$ cat src/rtl/rtc_alarm_pkg.sv
package rtc_alarm_pkg;
    localparam int FIELD_W    = 8;
    localparam int NUM_FIELDS = 4;
    localparam int SEL_W      = $clog2(NUM_FIELDS);
    localparam int MASK_BIT   = FIELD_W - 1;

    typedef enum logic [SEL_W-1:0] {
        FLD_SEC  = 2'd0,
        FLD_MIN  = 2'd1,
        FLD_HOUR = 2'd2,
        FLD_DATE = 2'd3
    } field_e;

    typedef enum logic [2:0] {
        RPT_MONTH,
        RPT_DAY,
        RPT_HOUR,
        RPT_MINUTE,
        RPT_SECOND
    } repeat_e;

    typedef enum logic [1:0] {
        SEQ_WAIT,
        SEQ_EVAL,
        SEQ_PULSE
    } seq_e;

    // Bits of each field that take part in the time comparison
    function automatic logic [FIELD_W-1:0] cmp_mask(input int idx);
        return (idx < 2) ? 8'h7F : 8'h3F;
    endfunction

    // Binary value of a two-digit BCD byte limited to the given tens bits
    function automatic logic [6:0] bcd_val(input logic [2:0] tens, input logic [3:0] ones);
        return 7'(tens) * 7'd10 + 7'(ones);
    endfunction
endpackage

$ cat src/rtl/alarm_regs.sv
module alarm_regs
    import rtc_alarm_pkg::*;
(
    input  logic                                 clk,
    input  logic                                 rst_n,
    input  logic                                 wr_en,
    input  logic [SEL_W-1:0]                     wr_sel,
    input  logic [FIELD_W-1:0]                   wr_data,
    input  logic                                 en_wr,
    input  logic                                 en_data,
    output logic [NUM_FIELDS-1:0][FIELD_W-1:0]   alarm_q,
    output logic                                 en_q
);
    logic [6:0] dec_val;
    logic       wr_ok;

    // Range check of the incoming byte for the addressed field
    always_comb begin
        dec_val = '0;
        wr_ok   = 1'b0;
        unique case (field_e'(wr_sel))
            FLD_SEC, FLD_MIN: begin
                dec_val = bcd_val(wr_data[6:4], wr_data[3:0]);
                wr_ok   = (dec_val <= 7'd59);
            end
            FLD_HOUR: begin
                dec_val = bcd_val({1'b0, wr_data[5:4]}, wr_data[3:0]);
                wr_ok   = (dec_val <= 7'd23);
            end
            FLD_DATE: begin
                dec_val = bcd_val({2'b00, wr_data[4]}, wr_data[3:0]);
                wr_ok   = (dec_val != 7'd0);
            end
            default: begin
                dec_val = '0;
                wr_ok   = 1'b0;
            end
        endcase
    end

    for (genvar g = 0; g < NUM_FIELDS; g++) begin : g_field
        always_ff @(posedge clk) begin
            if (!rst_n)
                alarm_q[g] <= '0;
            else if (wr_en && (wr_sel == SEL_W'(g)) && wr_ok)
                alarm_q[g] <= wr_data;
        end
    end

    always_ff @(posedge clk) begin
        if (!rst_n)
            en_q <= 1'b0;
        else if (en_wr)
            en_q <= en_data;
    end

    // a seconds byte with tens digit of 6 or more never lands
    a_r5_sec_keep: assert property (@(posedge clk) disable iff (!rst_n)
        (wr_en && wr_sel == FLD_SEC && wr_data[6:4] >= 3'd6) |=> $stable(alarm_q[FLD_SEC]));

    // a date byte whose low five bits are zero is dropped
    a_r4_date_zero: assert property (@(posedge clk) disable iff (!rst_n)
        (wr_en && wr_sel == FLD_DATE && wr_data[4:0] == 5'd0) |=> $stable(alarm_q[FLD_DATE]));

    // hours with tens digit 3 never land
    a_r3_hour_keep: assert property (@(posedge clk) disable iff (!rst_n)
        (wr_en && wr_sel == FLD_HOUR && wr_data[5:4] == 2'd3) |=> $stable(alarm_q[FLD_HOUR]));

    // without a write strobe every byte holds
    a_r2_hold: assert property (@(posedge clk) disable iff (!rst_n)
        !wr_en |=> $stable(alarm_q));
endmodule

$ cat src/rtl/alarm_mode_decode.sv
module alarm_mode_decode
    import rtc_alarm_pkg::*;
(
    input  logic [NUM_FIELDS-1:0] masks,   // index by field_e
    output repeat_e               mode
);
    always_comb begin
        unique case ({masks[FLD_DATE], masks[FLD_HOUR], masks[FLD_MIN], masks[FLD_SEC]})
            4'b0000: mode = RPT_MONTH;
            4'b1000: mode = RPT_DAY;
            4'b1100: mode = RPT_HOUR;
            4'b1110: mode = RPT_MINUTE;
            default: mode = RPT_SECOND;
        endcase
    end
endmodule

$ cat src/rtl/alarm_match.sv
module alarm_match
    import rtc_alarm_pkg::*;
(
    input  logic [NUM_FIELDS-1:0][FIELD_W-1:0] alarm_q,
    input  logic [NUM_FIELDS-1:0][FIELD_W-1:0] live,
    input  repeat_e                            mode,
    output logic                               hit
);
    logic [NUM_FIELDS-1:0] eq;
    logic [NUM_FIELDS-1:0] care;

    for (genvar g = 0; g < NUM_FIELDS; g++) begin : g_eq
        assign eq[g] = (((alarm_q[g] ^ live[g]) & cmp_mask(g)) == '0);
    end

    // care bits ordered {date, hour, min, sec}
    always_comb begin
        unique case (mode)
            RPT_MONTH:  care = 4'b1111;
            RPT_DAY:    care = 4'b0111;
            RPT_HOUR:   care = 4'b0011;
            RPT_MINUTE: care = 4'b0001;
            RPT_SECOND: care = 4'b0000;
            default:    care = 4'b0000;
        endcase
    end

    assign hit = &(eq | ~care);
endmodule

$ cat src/rtl/alarm_seq.sv
module alarm_seq
    import rtc_alarm_pkg::*;
(
    input  logic clk,
    input  logic rst_n,
    input  logic tick,
    input  logic hit,
    input  logic en,
    output logic irq
);
    seq_e state, state_nx;
    logic hit_q;
    logic take;

    // a strobe is taken unless a result is still being evaluated
    assign take = tick && (state != SEQ_EVAL);

    always_ff @(posedge clk) begin
        if (!rst_n) begin
            state <= SEQ_WAIT;
            hit_q <= 1'b0;
        end else begin
            state <= state_nx;
            if (take)
                hit_q <= hit;
        end
    end

    always_comb begin
        state_nx = state;
        unique case (state)
            SEQ_WAIT:  state_nx = tick ? SEQ_EVAL : SEQ_WAIT;
            SEQ_EVAL:  state_nx = (hit_q && en) ? SEQ_PULSE : SEQ_WAIT;
            SEQ_PULSE: state_nx = tick ? SEQ_EVAL : SEQ_WAIT;
            default:   state_nx = SEQ_WAIT;
        endcase
    end

    always_comb begin
        irq = 1'b0;
        unique case (state)
            SEQ_PULSE: irq = 1'b1;
            default:   irq = 1'b0;
        endcase
    end

    // the pulse lasts a single cycle
    a_r11_one_cycle: assert property (@(posedge clk) disable iff (!rst_n)
        irq |=> !irq);

    // a pulse follows a strobe by two edges
    a_r11_after_tick: assert property (@(posedge clk) disable iff (!rst_n)
        irq |-> $past(tick, 2));

    // the pulse needs the enable held at the evaluation edge
    a_r12_needs_en: assert property (@(posedge clk) disable iff (!rst_n)
        irq |-> $past(en));

    // evaluation is only ever entered from a strobe
    a_r12_eval_from_tick: assert property (@(posedge clk) disable iff (!rst_n)
        (state == SEQ_EVAL) |-> $past(tick));
endmodule

$ cat src/rtl/rtc_alarm_match.sv
module rtc_alarm_match
    import rtc_alarm_pkg::*;
(
    input  logic         clk,
    input  logic         rst_n,
    input  logic         tick,
    input  logic [7:0]   now_sec,
    input  logic [7:0]   now_min,
    input  logic [7:0]   now_hour,
    input  logic [7:0]   now_date,
    input  logic         wr_en,
    input  logic [1:0]   wr_sel,
    input  logic [7:0]   wr_data,
    input  logic         en_wr,
    input  logic         en_data,
    input  logic [1:0]   rd_sel,
    output logic [7:0]   rd_data,
    output logic         alarm_en,
    output logic         irq
);
    logic [NUM_FIELDS-1:0][FIELD_W-1:0] alarm_q;
    logic [NUM_FIELDS-1:0][FIELD_W-1:0] live;
    logic [NUM_FIELDS-1:0]              masks;
    repeat_e                            mode;
    logic                               hit;
    logic                               en_q;

    assign live[FLD_SEC]  = now_sec;
    assign live[FLD_MIN]  = now_min;
    assign live[FLD_HOUR] = now_hour;
    assign live[FLD_DATE] = now_date;

    for (genvar g = 0; g < NUM_FIELDS; g++) begin : g_mask
        assign masks[g] = alarm_q[g][MASK_BIT];
    end

    alarm_regs u_regs (
        .clk     (clk),
        .rst_n   (rst_n),
        .wr_en   (wr_en),
        .wr_sel  (wr_sel),
        .wr_data (wr_data),
        .en_wr   (en_wr),
        .en_data (en_data),
        .alarm_q (alarm_q),
        .en_q    (en_q)
    );

    alarm_mode_decode u_mode (
        .masks (masks),
        .mode  (mode)
    );

    alarm_match u_match (
        .alarm_q (alarm_q),
        .live    (live),
        .mode    (mode),
        .hit     (hit)
    );

    alarm_seq u_seq (
        .clk   (clk),
        .rst_n (rst_n),
        .tick  (tick),
        .hit   (hit),
        .en    (en_q),
        .irq   (irq)
    );

    assign rd_data  = alarm_q[rd_sel];
    assign alarm_en = en_q;

    // first cycle out of reset shows a cleared block
    a_r1_reset_clear: assert property (@(posedge clk)
        $past(!rst_n) |-> (alarm_q == '0 && !en_q && !irq));
endmodule

$ cat config.mk
export PLATFORM = sky130hd
export DESIGN_NAME = rtc_alarm_match
export DESIGN_NICKNAME = d
export VERILOG_FILES = /design/src/rtl/rtc_alarm_pkg.sv /design/src/rtl/alarm_regs.sv /design/src/rtl/alarm_mode_decode.sv /design/src/rtl/alarm_match.sv /design/src/rtl/alarm_seq.sv /design/src/rtl/rtc_alarm_match.sv
export SDC_FILE = /design/constraint.sdc
export NUM_CORES = 1
export LEC_CHECK = 0
export CAP_MARGIN = 5
export CORE_MARGIN = 2
export CORE_UTILIZATION = 35
export DETAILED_ROUTE_END_ITERATION = 8
export GPL_ROUTABILITY_DRIVEN = 0
export GPL_TIMING_DRIVEN = 0
export HOLD_SLACK_MARGIN = 0.15
export PLACE_DENSITY = 0.64
export SLEW_MARGIN = 10
export SYNTH_ARGS = -nofsm -noshare
export SYNTH_HDL_FRONTEND = slang
export SYNTH_SLANG_ARGS = --single-unit
$ cat constraint.sdc
create_clock -name clk -period 3.68 [get_ports clk]
set_input_delay 0.552 -clock clk [delete_from_list [all_inputs] [get_ports clk]]
set_output_delay 0.552 -clock clk [all_outputs]
set_load 0.1 [all_outputs]
After elaboration in Yosys (flattened, before gate mapping) --
Index checks and enable logic that the tools add are counted.
Word-level totals: register bits 36, output and inout port bits 10, input port bits 50, logic and storage cells 65
Operators by class: add/subtract/negate cells 3, mux-type cells 9, reductions and logical operators 22, equal/unequal tests 12, $lt $le $gt $ge 3, bitwise gates (word level) 6, multiply operators 3
Operator list (count):
- $logic_not 8->1 | 4
- $bmux 8 s2 | 1
- $pmux 4 s4 | 1
- $xor 7x7->7 | 2
- $eq 4x4->1 const B | 3
- $pmux 3 s4 | 1
- $xor 6x6->6 | 2
- $logic_and 1x1->1 | 10
- $mux 8 | 1
- $add 6x4->7 | 1
- $add 7x4->7 | 1
- $le 7x5->1 const B | 1
- $le 7x6->1 const B | 1
- $reduce_bool 7->1 | 1
- $add 5x4->6 | 1
- $eq 2x2->1 const B | 3
- $eq 3x2->1 const B | 2
- $mul 3x3->6 const B | 1
- $mul 2x3->5 const B | 1
- $eq 2x1->1 const B | 2
- $logic_not 2->1 | 2
- $logic_not 4->1 | 1
- $mul 1x3->4 const B | 1
- $not 4->4 | 1
- 11 further kinds | 13

Logic depth before layout (Yosys ltp) --
Gate-level depths: netlist of the first run.
word-level depth 7, depth in mapped cells 9, gate-level depth less buffers 8

Hierarchy --
From an unflattened synthesis of the first run, not the netlist that was laid out.
Unflattened totals: cell total of the unflattened synthesis 235, area total of the unflattened synthesis 2242.2 µm²
By module, submodules not included:
- alarm_regs | area each 1596.5 µm², times used 1, cells each 169, sequential area each 660.6 µm²
- alarm_match | area each 300.3 µm², times used 1, cells each 36, sequential area each 0.0 µm²
- rtc_alarm_match | area each 196.4 µm², times used 1, cells each 10, sequential area each 0.0 µm²
- alarm_seq | area each 107.6 µm², times used 1, cells each 12, sequential area each 60.1 µm²
- alarm_mode_decode | area each 41.3 µm², times used 1, cells each 8, sequential area each 0.0 µm²

Worst setup path before layout of the first run --
No wires, ideal clock.
kind input to register, start input wr_data[1], end register u_regs.alarm_q[10] (netlist bit), slack 1165 ps, stages on the path 7, arrival 2367 ps, data required time 3532 ps, path buffers 0, setup time 148 ps, cell sequence ha_1 fa_1 xnor2_1 a211oi_1 a211o_1 a31oi_1 o32ai_1
On the way: cells in the longest elaborated chain, start to end 4, elaborated cells on any way between the ends 8, classes of those cells add/sub (3); order compare (2); mux (1); reduce/logical (2)
RTL lines:
- start, declared | RTL line rtc_alarm_match.sv:13 | input logic [7:0] wr_data,
- $add 7x4->7 (tied with other cells) | RTL line rtc_alarm_pkg.sv:35 | return 7'(tens) * 7'd10 + 7'(ones);
- $le 7x6->1 (tied with other cells) | RTL line alarm_regs.sv:24 | wr_ok = (dec_val <= 7'd59);
- $pmux 1 s3 (*) | RTL line alarm_regs.sv:21 | unique case (field_e'(wr_sel))
- $logic_and 1x1->1 (*) | RTL line alarm_regs.sv:45 | else if (wr_en && (wr_sel == SEL_W'(g)) && wr_ok)
- end signal, assigned by index | RTL line alarm_regs.sv:46 | alarm_q[g] <= wr_data;
- end, declared | RTL line alarm_regs.sv:11 | output logic [NUM_FIELDS-1:0][FIELD_W-1:0] alarm_q,
Every way passes the cells marked *; elsewhere a longest branch is shown, timed or not. A chain may end at the register's enable or synchronous reset.

Worst setup path after layout of the first run --
start input wr_data[4], end register u_regs.alarm_q[11] (netlist bit)
On the way: cells in the longest elaborated chain, start to end 5, elaborated cells on any way between the ends 11, classes of those cells add/sub (3); mul (3); order compare (2); mux (1); reduce/logical (2)
RTL lines (RTL line):
- $mul 3x3->6 (tied with other cells) | rtc_alarm_pkg.sv:35
- $add 7x4->7 (tied with other cells) | rtc_alarm_pkg.sv:35
- $le 7x6->1 (tied with other cells) | alarm_regs.sv:24
- $pmux 1 s3 (*) | alarm_regs.sv:21
- $logic_and 1x1->1 (*) | alarm_regs.sv:45
Marks and branches as above.

==> results.yml, run 1 <==
synth:
  async_flop_share_pct: 0
  syn_nets: 299
  ys_ff_latch: 36
  muxShareOfSynthArea_pct: 15.56
  ys_warn_count: 0
  syn_area_um2: 2251
  syn_avg_cell_area_um2: 9.418
  synth_cell_type_count: 42
  ys.flop_type: "dfxtp_1"
  synth_top_family_by_area: "compound AO/OA/AOI/OAI gates"
  synthAdderAreaFrac_pct: 5.892
  synth_edf_count: 0
  ys_seq_area_share_pct: 32.02
  synth_compound_area_share_pct: 16.34
  synthCells: 239
  synth_simple_gate_area_share_pct: 12.95
  synth-xor-area-share_pct: 10.51
cells_and_area:
  final_core_util_pct: 46.68
  seqCellArea_um2: 720.7
  multi_input_area_um2: 1379
  antennaDiodeCount: 0
  syn2layout_area_growth_pct: 30.18
  fin_cells: 373
  fillers: 601
  final_common_cell: "clkdlybuf4s50_1"
  drive_above_1_share_pct: 8.108
  mostFrequentLayoutCells: "clkdlybuf4s50_1, dfxtp_1, nand2_1, inv_1, mux2i_1"
  nNetsFinal: 355
setup_path:
  cp_max_fo: 8
  crit_type: "input port to register"
  required_ps: 3820
  end_kind: "register"
  crit_arrival_ps: 3310
  start_kind: "input port"
timing:
  maxSlewHeadroom_pct: 34.56
  rsz0062_at_grt: "false"
  setup_ws_ps: 517.0
  maxSlewViolCount: 0
  tns_ps: 0
  final.period_utilization_pct: 85.95
  fmaxAchievable_mhz: 316.2
  worst_pin_slew_ps: 978.5
  finClkSkew_ps: 6.257
  setup_viol: 0
  hold_violations: 0
  hold_slack_ps: 434.6
  period_needed_ps: 3163
power_and_ir_drop:
  p_sw_share_pct: 30.58
  combPwrFrac_pct: 25.2
  power.switching_uw: 291.5
  seqPwrFrac_pct: 43.7
  peakVddDrop_mv: 0.2130
  internal-power_uw: 661.7
  clkPwrFrac_pct: 31.1
  power_density_nw_per_um2: 325.3
  leakage_nw: 1.112
clock_tree:
  clk_path_buf_depth: 2
  htree_num_levels: 2
  clkTransAtPathRegs_ps: 80
  cts_tree: "built"
  cts_buffers: 5
  post-cts-setup-buffer-count: 0
  worstSkewPairLatency_ps: 290
  cts.sinks: 36
  cts_root_buf: "clkbuf_8"
  cts-resized-gates: 0
  cts-hold-fix-buffers: 0
grt:
  grt_pass1_wl_um: 9515
  grt_usage_pct: 16.87
  grt_max_degree: 12
  grt_pass1_vias: 1890
  antenna_found_initial: 0
  grt_overflow: 0
route:
  drt_first_pass_iters: 5
  vias: 1951
  route.detailed.drc: 0
  final_antenna_net_count: 0
  drt_iter0_markers: 91
  routedWlPerCell_um: 15.64
  wl_um: 5834
  avgViaCountPerCell: 5.231
flow_run:
  drv_cap: 0
die:
  start_util_pct: 35.86
  die_area_um2: 7089
  coreArea_um2: 6277
  io_pins: 60
  die_w_um: 84.20
  die_h_um: 84.20
  rows: 29
placed_design:
  dp_slack_ps: 225.3
  post-place-cells: 365
  hpwlAfterDp_um: 4637
  port_buffers: 49
hold_path:
  hold_class: "register to register"
outcome:
  run_status: "complete, no violations"
==> registers in the layout (all words and copies together) (netlist names) <==
register        count
u_seq.state         2
u_seq.hit_q         1
u_regs.en_q         1
u_regs.alarm_q     32
==> layer usage <==
layer	track usage, %	vias to the layer above	wire length (µm)
li1	-	972	-
met1	23.28	909	2785
met2	26.05	63	2643
met3	4.720	7	334
met4	4.545	0	70
met5	0	-	0
==> critical path: stages <==
cell and delay (ps):
clkdlybuf4s50_1 560, ha_1 340, fa_1 440, xnor2_1 210, a211oi_1 70, a211o_1 340
a31oi_1 570, o32ai_1 210
==> worst paths after layout <==
check                                         from                 end  slack (ps)  cells past startpoint
worst min register to register      u_seq.state[0]      u_seq.state[0]         430                      1
worst min-delay path                u_seq.state[0]      u_seq.state[0]         430                      1
worst max-delay path                    wr_data[4]  u_regs.alarm_q[11]         520                      8
worst max register to register  u_regs.alarm_q[26]         u_seq.hit_q        2250                      5
==> synth_stat cells, types with 5 or more instances <==
master    number  area share (%)
clkbuf_1       5            0.83
a21oi_1        5             1.1
o32ai_1       16             6.2
nand2_1       32             5.3
ha_1           9             5.0
xnor2_1       15             5.8
mux2i_1       17             7.6
nor2b_1        6             1.7
dfxtp_1       36              32
mux4_2         8             8.0
nor4_1         5             1.4
inv_1         28             4.7
xor2_1        12             4.7
==> area by class of cell <==
type / instances / area share, %
multi-input cells: 166 / 47.05
clock buffers: 6 / 2.818
well taps: 77 / 3.288
inverters: 28 / 3.587
repair buffers: 49 / 16.74
flip-flops and latches: 36 / 24.59
plain buffers: 9 / 1.580
clock inverters: 2 / 0.3416
==> kinds of logic after synthesis <==
| logic type | Yosys count |
|---|---|
| compound gates | 43 |
| simple gates | 61 |
| fa+ha+maj | 10 |
| mux | 25 |
| xor+xnor | 27 |
| buf+inv | 37 |
| flops | 36 |
==> per-stage QoR <==
stage               power, mW  cell area (µm²)
floorplan              0.5750             2251
global placement       0.6642             2838
detailed placement     0.6655             2838
CTS                    0.9528             2930
global route           0.9920             2930
finish                 0.9533             2930
==> power groups by stage <==
stage | combinational [mW] | clock [mW] | sequential [mW]
after floorplan | 0.149 | 0 | 0.426
after global placement | 0.239 | 0 | 0.426
after detailed placement | 0.239 | 0 | 0.426
after CTS | 0.241 | 0.295 | 0.417
after global routing | 0.260 | 0.314 | 0.419
final | 0.240 | 0.296 | 0.417
(Power assumes the default switching activity.)
==> inputs of run 2 (changes only) <==
GPL_ROUTABILITY_DRIVEN = 1   (was 0)
MAX_ROUTING_LAYER = met4   (was unset)
==> run 2 against run 1 <==
Effect of this change:
- non-clock buffer count is the same
- clock skew down 0.50 ps
- fmax decreased by 0.17%
- first-iteration DRC count up 2.2%
- clock power is essentially flat
- power is essentially flat
- register-to-register slack is essentially flat
- die area stayed put
- flip-flop and latch count stayed put
- via count is 0.10% lower
- sequential share of layout area stayed put
- critical path depth is the same
==> results.yml, run 2 (synthesized netlist as in run 1, its figures left out) <==
hold_path:
  hold_class: "register to register"
route:
  final_antenna_net_count: 0
  route.detailed.drc: 0
  avgViaCountPerCell: 5.225
  drt_first_pass_iters: 4
  wl_um: 5838
  routedWlPerCell_um: 15.65
  vias: 1949
  drt_iter0_markers: 93
cells_and_area:
  reg_top3: "u_regs.alarm_q: 32 flops, u_seq.state: 2 flops"
  mostFrequentLayoutCells: "clkdlybuf4s50_1, dfxtp_1, nand2_1, inv_1, mux2i_1"
  multi_input_area_um2: 1379
  drive_above_1_share_pct: 8.108
  nNetsFinal: 355
  fillers: 601
  largest-register: "u_regs.alarm_q"
  final_area_um2: 2930
  final_common_cell: "clkdlybuf4s50_1"
  largest_reg_flops: 32
  antennaDiodeCount: 0
  syn2layout_area_growth_pct: 30.18
  seqCellArea_um2: 720.7
clock_tree:
  clk_path_buf_depth: 2
  clkTransAtPathRegs_ps: 70
  cts.sinks: 36
  worstSkewPairLatency_ps: 300
  cts-resized-gates: 0
  cts-hold-fix-buffers: 0
  htree_num_levels: 2
  cts_buffers: 5
  cts_tree: "built"
  cts_root_buf: "clkbuf_8"
  post-cts-setup-buffer-count: 0
timing:
  worst_pin_slew_ps: 974.8
  final.period_utilization_pct: 86.09
  setup_ws_ps: 511.7
  hold_violations: 0
  fmaxAchievable_mhz: 315.6
  period_needed_ps: 3168
  maxSlewHeadroom_pct: 34.81
  maxSlewViolCount: 0
  setup_viol: 0
  finClkSkew_ps: 5.756
  tns_ps: 0
  hold_slack_ps: 434.5
  rsz0062_at_grt: "false"
die:
  rows: 29
  die_area_um2: 7089
  start_util_pct: 35.86
  die_w_um: 84.20
  coreArea_um2: 6277
  die_h_um: 84.20
  io_pins: 60
setup_path:
  required_ps: 3820
  max_stage_delay_ps: 570
  crit_type: "input port to register"
  start_kind: "input port"
  crit_chain: "clkdlybuf4s50_1 > ha_1 > fa_1 > xnor2_1 > a211oi_1 > a211o_1 > a31oi_1 > o32ai_1"
  crit_arrival_ps: 3310
  end_kind: "register"
  cpMaxStageDelayCell: "a31oi_1"
  cp_max_fo: 8
power_and_ir_drop:
  power_density_nw_per_um2: 325.6
  leakage_nw: 1.112
  peakVddDrop_mv: 0.2128
placed_design:
  port_buffers: 49
  gp_congestion: 0.9125
  hpwlAfterDp_um: 4637
  placed_cell_area_um2: 2838
  dp_slack_ps: 225.3
flow_run:
  drv_cap: 0
outcome:
  run_status: "complete, no violations"
grt:
  grt_pass1_wl_um: 9515
  grt_max_degree: 12
  grt_usage_pct: 17.26
  grt_pass1_vias: 1892
  grt_overflow: 0
  antenna_found_initial: 0
[run 2: layer usage]
metal	vias to the layer above	part of all wire, %	GRT usage [%]
met2	58	45	25.97
met5	-	0	-
li1	968	-	-
met1	912	48	23.41
met3	11	5.5	3.441
met4	0	1.8	5.425
[run 2: final timing paths]
check / start / to / slack (ps) / depth (start not counted)
min: u_seq.state[0] / u_seq.state[0] / 430 / 1
min reg2reg: u_seq.state[0] / u_seq.state[0] / 430 / 1
max reg2reg: u_regs.alarm_q[26] / u_seq.hit_q / 2240 / 5
max: wr_data[4] / u_regs.alarm_q[11] / 510 / 8
[run 2: stage by stage]
step                std cells  total power, mW  utilization [%]
finish                    373           0.9541            46.68
global placement          365           0.6642            45.21
detailed placement        365           0.6655            45.21
floorplan                 239           0.5750                -
global route              373           0.9898            46.68
CTS                       373           0.9528            46.68
[run 2: where the power goes]
part | switching [mW] | total (mW) | internal, mW
Combinational | 0.131 | 0.240 | 0.109
Sequential | 0.0135 | 0.417 | 0.403
Clock | 0.148 | 0.297 | 0.149
Total | 0.292 | 0.954 | 0.662
[run 2: worst max-delay path: cells and delay by family]
| family | cells | cell delay, ps |
|---|---|---|
| compound gates | 4 | 1190 |
| buf+inv | 1 | 560 |
| fa+ha+maj | 2 | 790 |
| xor+xnor | 1 | 210 |
[run 2: cell type report]
class,instances,share of cell area [%]
tap,77,3.288
timing repair buffer,49,16.74
inverter,28,3.587
clock buffer,6,2.818
clock inverter,2,0.3416
buffer,9,1.580
sequential,36,24.59
multi-input combinational,166,47.05
==> inputs of run 3 (changes only) <==
CAP_MARGIN = 20   (was 5)
==> results of run 3 <==
The final DEF is identical to that of run 2; final timing and power are the same.
